`config.mk`:
```
export PLATFORM = sky130hd
export DESIGN_NAME = pixel_token_cell
export DESIGN_NICKNAME = d
export VERILOG_FILES = /design/src/rtl/pixel_cell_pkg.sv /design/src/rtl/pcell_hit_latch.sv /design/src/rtl/pcell_ts_reg.sv /design/src/rtl/pcell_token_core.sv /design/src/rtl/pixel_token_cell.sv
export SDC_FILE = /design/constraint.sdc
export NUM_CORES = 1
export LEC_CHECK = 0
export ABC_CLOCK_PERIOD_IN_PS = 2550
export BUFFER_PORTS_ARGS = -buffer_cell sky130_fd_sc_hd__buf_4
export CAP_MARGIN = 20
export CELL_PAD_IN_SITES_DETAIL_PLACEMENT = 0
export CELL_PAD_IN_SITES_GLOBAL_PLACEMENT = 1
export CORE_AREA = 8 8 45 47
export CTS_CLUSTER_SIZE = 24
export DETAILED_ROUTE_END_ITERATION = 8
export DIE_AREA = 0 0 53 55
export GPL_TIMING_DRIVEN = 0
export PLACE_DENSITY_LB_ADDON = 0.1
export RECOVER_POWER = 100
export SLEW_MARGIN = 20
export SYNTH_ARGS = -nofsm -noshare
export SYNTH_HDL_FRONTEND = slang
export SYNTH_SLANG_ARGS = --single-unit
```
`constraint.sdc`:
```
create_clock -name clk -period 2.55 [get_ports clk]
set_clock_uncertainty 0.2 [all_clocks]
set_input_delay 0.3825 -clock clk [delete_from_list [all_inputs] [get_ports clk]]
set_output_delay 0.3825 -clock clk [all_outputs]
set_load 0.05 [all_outputs]
```
`src/rtl/pixel_cell_pkg.sv`:
```
package pixel_cell_pkg;

  // Hit flag update: readout clear has priority, then a gated pulse sets it.
  function automatic logic hit_next(input logic held, input logic window,
                                    input logic pulse, input logic read_done);
    if (read_done)      return 1'b0;
    else if (held)      return 1'b1;
    else                return window & pulse;
  endfunction

  // Token passes through only a cell with nothing to report.
  function automatic logic token_pass(input logic tin, input logic held);
    return tin & ~held;
  endfunction

endpackage

```
`src/rtl/pcell_hit_latch.sv`:
```
module pcell_hit_latch (
  input  logic clk,
  input  logic rst_n,
  input  logic acq_en,
  input  logic disc_hit,
  input  logic read_done,
  output logic hit_q,
  output logic hit_set
);
  import pixel_cell_pkg::*;

  assign hit_set = ~hit_q & acq_en & disc_hit;

  always_ff @(posedge clk or negedge rst_n) begin
    if (!rst_n) hit_q <= 1'b0;
    else        hit_q <= hit_next(hit_q, acq_en, disc_hit, read_done);
  end
endmodule

```
`src/rtl/pcell_ts_reg.sv`:
```
module pcell_ts_reg #(
  parameter int TS_W = 5
) (
  input  logic            clk,
  input  logic            rst_n,
  input  logic            hit_q,
  input  logic [TS_W-1:0] ts_count,
  output logic [TS_W-1:0] ts_q
);
  // Tracks the counter while empty; the edge that sets the hit loads the last value.
  always_ff @(posedge clk or negedge rst_n) begin
    if (!rst_n)      ts_q <= '0;
    else if (!hit_q) ts_q <= ts_count;
  end
endmodule

```
`src/rtl/pcell_token_core.sv`:
```
module pcell_token_core #(
  parameter int TS_W = 5
) (
  input  logic            tok_in,
  input  logic            hit_q,
  input  logic [TS_W-1:0] ts_q,
  output logic            tok_out,
  output logic            owns,
  output logic [TS_W-1:0] bus_data
);
  import pixel_cell_pkg::*;

  always_comb begin
    tok_out  = token_pass(tok_in, hit_q);
    owns     = tok_in & hit_q;
    bus_data = owns ? ts_q : '0;
  end
endmodule

```
`src/rtl/pixel_token_cell.sv`:
```
module pixel_token_cell #(
  parameter int TS_W = 5
) (
  input  logic            clk,
  input  logic            rst_n,
  input  logic            acq_en,
  input  logic            disc_hit,
  input  logic [TS_W-1:0] ts_count,
  input  logic            tok_in,
  output logic            tok_out,
  output logic            get_x,
  output logic            get_y,
  output logic            ts_oe,
  output logic [TS_W-1:0] ts_bus
);
  // Named internal events, visible to the bound checker.
  logic            hit_q;
  logic            hit_set;
  logic            read_done;
  logic [TS_W-1:0] ts_q;

  pcell_hit_latch u_hit (
    .clk(clk), .rst_n(rst_n), .acq_en(acq_en), .disc_hit(disc_hit),
    .read_done(read_done), .hit_q(hit_q), .hit_set(hit_set)
  );

  pcell_ts_reg #(.TS_W(TS_W)) u_ts (
    .clk(clk), .rst_n(rst_n), .hit_q(hit_q), .ts_count(ts_count), .ts_q(ts_q)
  );

  pcell_token_core #(.TS_W(TS_W)) u_tok (
    .tok_in(tok_in), .hit_q(hit_q), .ts_q(ts_q),
    .tok_out(tok_out), .owns(read_done), .bus_data(ts_bus)
  );

  assign get_x = read_done;
  assign get_y = read_done;
  assign ts_oe = read_done;
endmodule

```
==> metrics.txt, run 1 <==
run status=finished, final reports clean; vias per inst=4.23; Post-Synth XOR/XNOR Area=0; pin count of the biggest net entering global routing=11; clock buffer depth=2; pre-CTS WS=0.884 ns; fin. max-slew vios=0; Leakage=0.247 nW; FF+latch count, synth=6; boundary pin count=19; compound-cell area share of the yosys netlist=0; DRC violations left=0; Die Height=55 um; post-synthesis adder-cell area fraction=0; CP max stage delay=0.40 ns; initial antenna violation count=0; drt wl/cell=12.5 um; Area after DPL=463 um2; DR pass1 iterations=2; Post-CTS Resized=0; layout cells sized above 1=0.689; Worst Tran Pin Value=0.374 ns; die width=53 um; Layout area overhead=54.5%; Netlist cell types=10; Critical Path AT=1.53 ns; Max-Cap Viols=0; Max VDD drop=0.187 mV; Slew Limit Headroom=0.750; final instance area=475 um2; Worst Hold Class=in2reg; clk_lat worst skew=0.23 ns; vias in the first global route=273; Crit Path Max Fanout=10; RSZ-0062 raised after global routing=no; worst path cell trace=clkbuf_1, and2_0, buf_4, buf_4; Syn Inst Count=23; post-CTS setup buffers=0; synthesized area=308 um2; slowest cell on the critical path=dfrtp_1; launch point of the worst path=u_hit.hit_q$_DFF_PN0_; final core utilization=0.344; clock sink total=6; Synth Net Count=33; mux contribution to synthesized area=0.240; GRT Residual Overflow=0; CP top delay family=buffers and inverters; Min-Delay Startpoint=ts_count[2]; Fmax=0.472 GHz; final wirelength=763 um; Syn Area/Cell=13.4 um2; routed vias=258; Power Density=603 nW/um2; Yosys warning count=0; Ant. Diodes=0; Setup TNS Final=0 ns; final hold violations=0; Post-Layout Cell Count=61; first-pass GRT wire length=1160 um; ANT nets after route=0; H-tree depth=1; CTS root buf=clkbuf_4; Tcrit/Tclk final=0.830; All-Layer GR Usage=0.0548; Hold-fix buffers, CTS=1; crit path kind=reg2out; post-layout min period=2.12 ns; Seq/Total Area, Yosys=0.488; Post-Synth Simple-Gate Area=0.187; Critical Path Start Type=flip-flop; IO Port Bufs=18; largest family of logic cells by synthesized area=multiplexers; CP most frequent cell=buf_4; setup slack after layout=0.433 ns; clk slew on worst S/H paths=0.05 ns; Final GP Congestion=0.608; Bufs and invs on worst path=3; CTS tree=done; Final #Nets=57; DP Cell Count=57; # fillers=146; placeable core area=1380 um2; Num CTS Buffers=3; Iter 0 DRT Violations=1; Site Rows=14; starting density of the core=0.222; Final Setup Violations=0; Reg-to-Reg Start=u_hit.hit_q$_DFF_PN0_; die area=2920 um2; Critical Path Sink Type=output port; Required @ worst endpoint=1.97 ns
[sequential cells by signal (all words and copies together), names as in the netlist]
name         count
u_hit.hit_q      1
u_ts.ts_q        5
[final timing paths]
path                                            endpoint  slack [ns]  cells past startpoint
worst max-delay path                               ts_oe        0.43                      4
worst min-delay path            u_ts.ts_q[2]$_DFFE_PN0N_        0.16                      2
worst max register to register  u_ts.ts_q[2]$_DFFE_PN0N_        1.13                      2
worst min register to register  u_ts.ts_q[1]$_DFFE_PN0N_        0.28                      1
max in group asynchronous       u_ts.ts_q[0]$_DFFE_PN0N_        1.54                      2
min in group asynchronous       u_ts.ts_q[3]$_DFFE_PN0N_        0.35                      2
[layout by cell type, fill, tap and decap left out]
cell / netlist / routed
and2_0: 0 / 1
buf_4: 2 / 19
nand2_1: 1 / 1
dfrtp_1: 6 / 6
mux2i_1: 1 / 1
and3_2: 5 / 5
dlygate4sd3_1: 0 / 1
clkbuf_4: 0 / 3
and2b_2: 1 / 1
mux2_1: 0 / 2
clkbuf_1: 0 / 2
mux2_2: 3 / 3
[stage by stage]
stage | hold slack (ns) | power (mW)
floorplan | -0.113 | 0.178
global placement | -0.00732 | 0.208
detailed placement | -0.00303 | 0.210
CTS | 0.174 | 0.300
global route | 0.149 | 0.306
finish | 0.159 | 0.287
[cells in the mapped netlist]
library cell	count	area share
and2_2	1	0.024
and2b_2	1	0.028
and3_2	5	0.12
buf_4	2	0.049
buf_6	1	0.037
dfrtp_1	6	0.49
mux2_2	3	0.11
mux2_4	2	0.098
mux2i_1	1	0.033
nand2_1	1	0.012
[power by group]
group,internal [mW],leakage (nW),switching (mW)
Clock,0.0532,0.0138,0.0330
Combinational,0.0377,0.162,0.0497
Sequential,0.107,0.0708,0.00611
[cells by family (layout without fill, tap and decap cells)]
kind of cell | after synthesis | in the layout
and+or+nand+nor | 8 | 8
buffers and inverters | 3 | 25
DFF | 6 | 6
muxes | 6 | 6
[metal layers]
metal | up-vias | wire length [um] | track usage
li1 | 121 | - | -
met1 | 125 | 280 | 0.0567
met2 | 12 | 377 | 0.0938
met3 | 0 | 105 | 0.0241
met4 | 0 | 0 | 0.0259
met5 | - | 0 | 0
[worst reg2reg max path: stages (launching register included)]
cell	delay (ns)
dfrtp_1	0.40
clkbuf_1	0.34
mux2_1	0.36
[cell type report]
| type | count | area [um2] | share of cell area |
|---|---|---|---|
| well taps | 16 | 20.0 | 0.0421 |
| clock buffers | 3 | 22.5 | 0.0474 |
| plain buffers | 3 | 18.8 | 0.0395 |
| flip-flops and latches | 6 | 150 | 0.316 |
| repair buffers | 19 | 141 | 0.297 |
| multi-input cells | 14 | 123 | 0.258 |
(Power assumes the default switching activity.)
==> run 2: changes to the inputs <==
Settings changed: ABC_CLOCK_PERIOD_IN_PS 2550 to 1930.
Clock period 2.55 ns to 1.93 ns, I/O delays scaled along.
==> metrics.txt, run 2 (synthesized netlist as in run 1, its figures left out) <==
max reg flops=5; Critical Path Start Type=flip-flop; commonest non-fill, non-tap cell in the layout=buf_4; initial antenna violation count=0; final wirelength=765 um; Layout area overhead=51.6%; Final GP Congestion=0.608; CTS root buf=clkbuf_4; clk slew on worst S/H paths=0.05 ns; run status=finished, final reports clean; clk_lat worst skew=0.23 ns; Iter 0 DRT Violations=1; Biggest register=u_ts.ts_q; Num CTS Buffers=3; fin. max-slew vios=0; layout cells sized above 1=0.733; starting density of the core=0.222; Power Density=808 nW/um2; Power, Total=377 uW; die width=53 um; Fmax=0.544 GHz; CP max stage delay=0.42 ns; All-Layer GR Usage=0.0548; DR pass1 iterations=2; final instance area=467 um2; Setup TNS Final=0 ns; GRT Residual Overflow=0; crit path kind=reg2out; clock sink total=6; final hold violations=0; vias per inst=4.20; post-CTS setup buffers=0; Area after DPL=463 um2; Post-CTS Resized=0; H-tree depth=1; setup slack after layout=0.0913 ns; first-pass GRT wire length=1160 um; boundary pin count=19; Largest regs=u_ts.ts_q (5), u_hit.hit_q (1); Worst Hold Class=in2reg; clock buffer depth=2; IO Port Bufs=18; Critical Path AT=1.35 ns; Ant. Diodes=0; Hold-fix buffers, CTS=1; Worst Tran Pin Value=0.351 ns; vias in the first global route=273; DRC violations left=0; pre-CTS WS=0.357 ns; placeable core area=1380 um2; ANT nets after route=0; Final Setup Violations=0; Tcrit/Tclk final=0.953; final core utilization=0.337; Leakage=0.247 nW; post-layout min period=1.84 ns; Required @ worst endpoint=1.44 ns; Max-Cap Viols=0; Site Rows=14; commonest non-fill, non-tap cells in the layout=10 x buf_4, 7 x clkbuf_2, 6 x dfrtp_1; Slew Limit Headroom=0.766; CTS tree=done; routed vias=256; RSZ-0062 raised after global routing=no; Critical Path Sink Type=output port; Max VDD drop=0.257 mV; slowest cell on the critical path=dfrtp_1; worst path cell trace=buf_6, and2_2, buf_4, clkbuf_4; Final #Nets=57; drt wl/cell=12.5 um; pin count of the biggest net entering global routing=11; Die Height=55 um; die area=2920 um2; Crit Path Max Fanout=10
==> run 2: cell count changes in the layout (fill, tap and decap cells not counted) <==
cell	delta
and2_0	-1
buf_4	-9
and2_2	+1
clkbuf_1	-1
clkbuf_2	+7
clkbuf_4	+2
buf_6	+1
==> run 2: where the power goes <==
group / internal (mW) / total, mW / switching (mW)
Sequential: 0.141 / 0.150 / 0.00858
Combinational: 0.0475 / 0.113 / 0.0653
Clock: 0.0703 / 0.114 / 0.0440
==> run 2: path summary, 6_finish.rpt <==
path | endpoint | slack, ns | cells after the start | from
worst min-delay path | u_ts.ts_q[2]$_DFFE_PN0N_ | 0.07 | 2 | ts_count[2]
worst min register to register | u_ts.ts_q[1]$_DFFE_PN0N_ | 0.28 | 1 | u_ts.ts_q[1]$_DFFE_PN0N_
max in group asynchronous | u_ts.ts_q[0]$_DFFE_PN0N_ | 1.01 | 2 | rst_n
worst max register to register | u_ts.ts_q[2]$_DFFE_PN0N_ | 0.72 | 2 | u_hit.hit_q$_DFF_PN0_
worst max-delay path | ts_oe | 0.09 | 4 | u_hit.hit_q$_DFF_PN0_
min in group asynchronous | u_ts.ts_q[2]$_DFFE_PN0N_ | 0.26 | 2 | rst_n
==> run 2: final cells by class <==
cell class | count | area [um2]
plain buffers | 3 | 26.3
well taps | 16 | 20.0
multi-input cells | 14 | 124
repair buffers | 19 | 124
flip-flops and latches | 6 | 150
fillers | 143 | 917
clock buffers | 3 | 22.5
==> run 2: stage by stage <==
step                      cells  hold WS, ns
after floorplan              23       -0.206
after global placement       57       -0.100
after detailed placement     57      -0.0960
after CTS                    61       0.0810
after global routing         61       0.0562
final                        61       0.0656
==> run 2: worst max-delay path: cells and delay by family, from the launching register on <==
kind / cells / cell delay [ns]
flip-flops: 1 / 0.42
AND/OR/NAND/NOR: 1 / 0.20
buffers and inverters: 3 / 0.49
==> run 2: metal layers <==
layer / vias up / GRT usage / part of all wire
li1: 121 / - / -
met4: 0 / 0.0259 / 0
met5: - / 0 / 0
met3: 0 / 0.0241 / 0.12
met1: 123 / 0.0567 / 0.39
met2: 12 / 0.0938 / 0.49
==> run 3: changes to the inputs <==
Settings changed: BUFFER_PORTS_ARGS -buffer_cell sky130_fd_sc_hd__buf_4 to not set, DONT_BUFFER_PORTS set to 1.
==> metrics.txt, run 3 (synthesized netlist as in run 1, its figures left out) <==
worst path cell trace=buf_6, and2_4, clkbuf_4; Critical Path Sink Type=output port; Critical Path Start Type=flip-flop; commonest non-fill, non-tap cells in the layout=8 x dlygate4sd3_1, 6 x dfrtp_1, 5 x and3_1; Tcrit/Tclk final=0.958; slowest cell on the critical path=dfrtp_1; Max VDD drop=0.280 mV; CTS root buf=clkbuf_4; H-tree depth=1; Leakage=0.203 nW; DR pass1 iterations=4; boundary pin count=19; RSZ-0062 raised after global routing=no; final wirelength=811 um; clk_lat worst skew=0.25 ns; die width=53 um; drt wl/cell=16.2 um; Biggest register=u_ts.ts_q; final instance area=420 um2; final hold slack=0.148 ns; Power Density=900 nW/um2; Num CTS Buffers=3; max reg flops=5; Iter 0 DRT Violations=1; Layout area overhead=36.6%; ANT nets after route=0; All-Layer GR Usage=0.0631; clock sink total=6; die area=2920 um2; vias in the first global route=254; Final GP Congestion=0.606; first-pass GRT wire length=1190 um; GRT Residual Overflow=0; clock buffer depth=2; Fmax=0.541 GHz; run status=finished, final reports clean; layout cells sized above 1=0.324; CTS tree=done; Die Height=55 um; crit path kind=reg2out; fin. max-slew vios=0; final hold violations=0; Slew Limit Headroom=0.664; Site Rows=14; Critical Path AT=1.36 ns; Largest regs=u_ts.ts_q (5), u_hit.hit_q (1); initial antenna violation count=0; Ant. Diodes=0; commonest non-fill, non-tap cell in the layout=dlygate4sd3_1; Final Setup Violations=0; post-CTS setup buffers=0; starting density of the core=0.222; Final #Nets=46; post-layout min period=1.85 ns; Worst Tran Pin Value=0.505 ns; Area after DPL=328 um2; Worst Hold Class=in2async; DRC violations left=0; # fillers=145; Max-Cap Viols=0; routed vias=218; vias per inst=4.36; CP max stage delay=0.42 ns; post-DP HPWL=581 um; Crit Path Max Fanout=10; Setup TNS Final=0 ns; clk slew on worst S/H paths=0.05 ns; placeable core area=1380 um2; pin count of the biggest net entering global routing=11; IO Port Bufs=0; Required @ worst endpoint=1.44 ns
[run 3: cell count changes in the layout (fill, tap and decap cells not counted), sizes merged]
cell         previous run  this run
dlygate4sd3             1         8
clkbuf                 13         4
buf                    11         2
[run 3: what timing repair did]
| action | in CTS | in global routing |
|---|---|---|
| setup endpoints to repair | 2 | 0 |
| resized for setup | 1 | 0 |
| hold buffers | 8 | 0 |
| endpoints found under the hold margin | 12 | 0 |
[run 3: cell type report]
| type | instances | area, um2 | area share |
|---|---|---|---|
| sequential | 6 | 150 | 0.357 |
| multi-input combinational | 14 | 121 | 0.289 |
| clock buffer | 3 | 22.5 | 0.0536 |
| tap | 16 | 20.0 | 0.0476 |
| buffer | 3 | 26.3 | 0.0625 |
| timing repair buffer | 8 | 80.1 | 0.190 |
[run 3: metal layers]
| layer | wire [um] | global-route usage | vias up |
|---|---|---|---|
| met5 | 0 | 0 | - |
| met4 | 27 | 0.0647 | 0 |
| met3 | 130 | 0.0428 | 3 |
| met2 | 364 | 0.0898 | 15 |
| met1 | 288 | 0.0584 | 101 |
| li1 | - | - | 99 |
[run 3: final timing paths]
check | start | end | slack [ns] | depth (start not counted)
worst max-delay path | u_hit.hit_q$_DFF_PN0_ | ts_oe | 0.08 | 3
worst min-delay path | rst_n | u_ts.ts_q[2]$_DFFE_PN0N_ | 0.15 | 1
worst max register to register | u_hit.hit_q$_DFF_PN0_ | u_hit.hit_q$_DFF_PN0_ | 0.32 | 3
worst min register to register | u_ts.ts_q[2]$_DFFE_PN0N_ | u_ts.ts_q[2]$_DFFE_PN0N_ | 0.29 | 1
max in group asynchronous | rst_n | u_ts.ts_q[0]$_DFFE_PN0N_ | 1.15 | 1
min in group clk | u_ts.ts_q[2]$_DFFE_PN0N_ | u_ts.ts_q[2]$_DFFE_PN0N_ | 0.29 | 1
[run 3: metrics by stage]
step            util  setup slack [ns]  total power [mW]  instances
2_1_floorplan      -             0.337             0.235         23
3_3_place_gp   0.237             0.271             0.242         39
3_5_place_dp   0.237             0.273             0.243         39
4_1_cts        0.312             0.110             0.389         50
5_1_grt        0.304            0.0326             0.397         50
6_report       0.304            0.0816             0.378         50
[run 3: critical path, delay by kind of cell, from the launching register on]
family,cells,cell delay (ns)
buf+inv,2,0.44
flops,1,0.42
simple gates,1,0.25
[run 3: power by group]
group | switching (mW) | internal [mW]
registers | 0.00921 | 0.141
clock network | 0.0532 | 0.0709
logic | 0.0630 | 0.0408
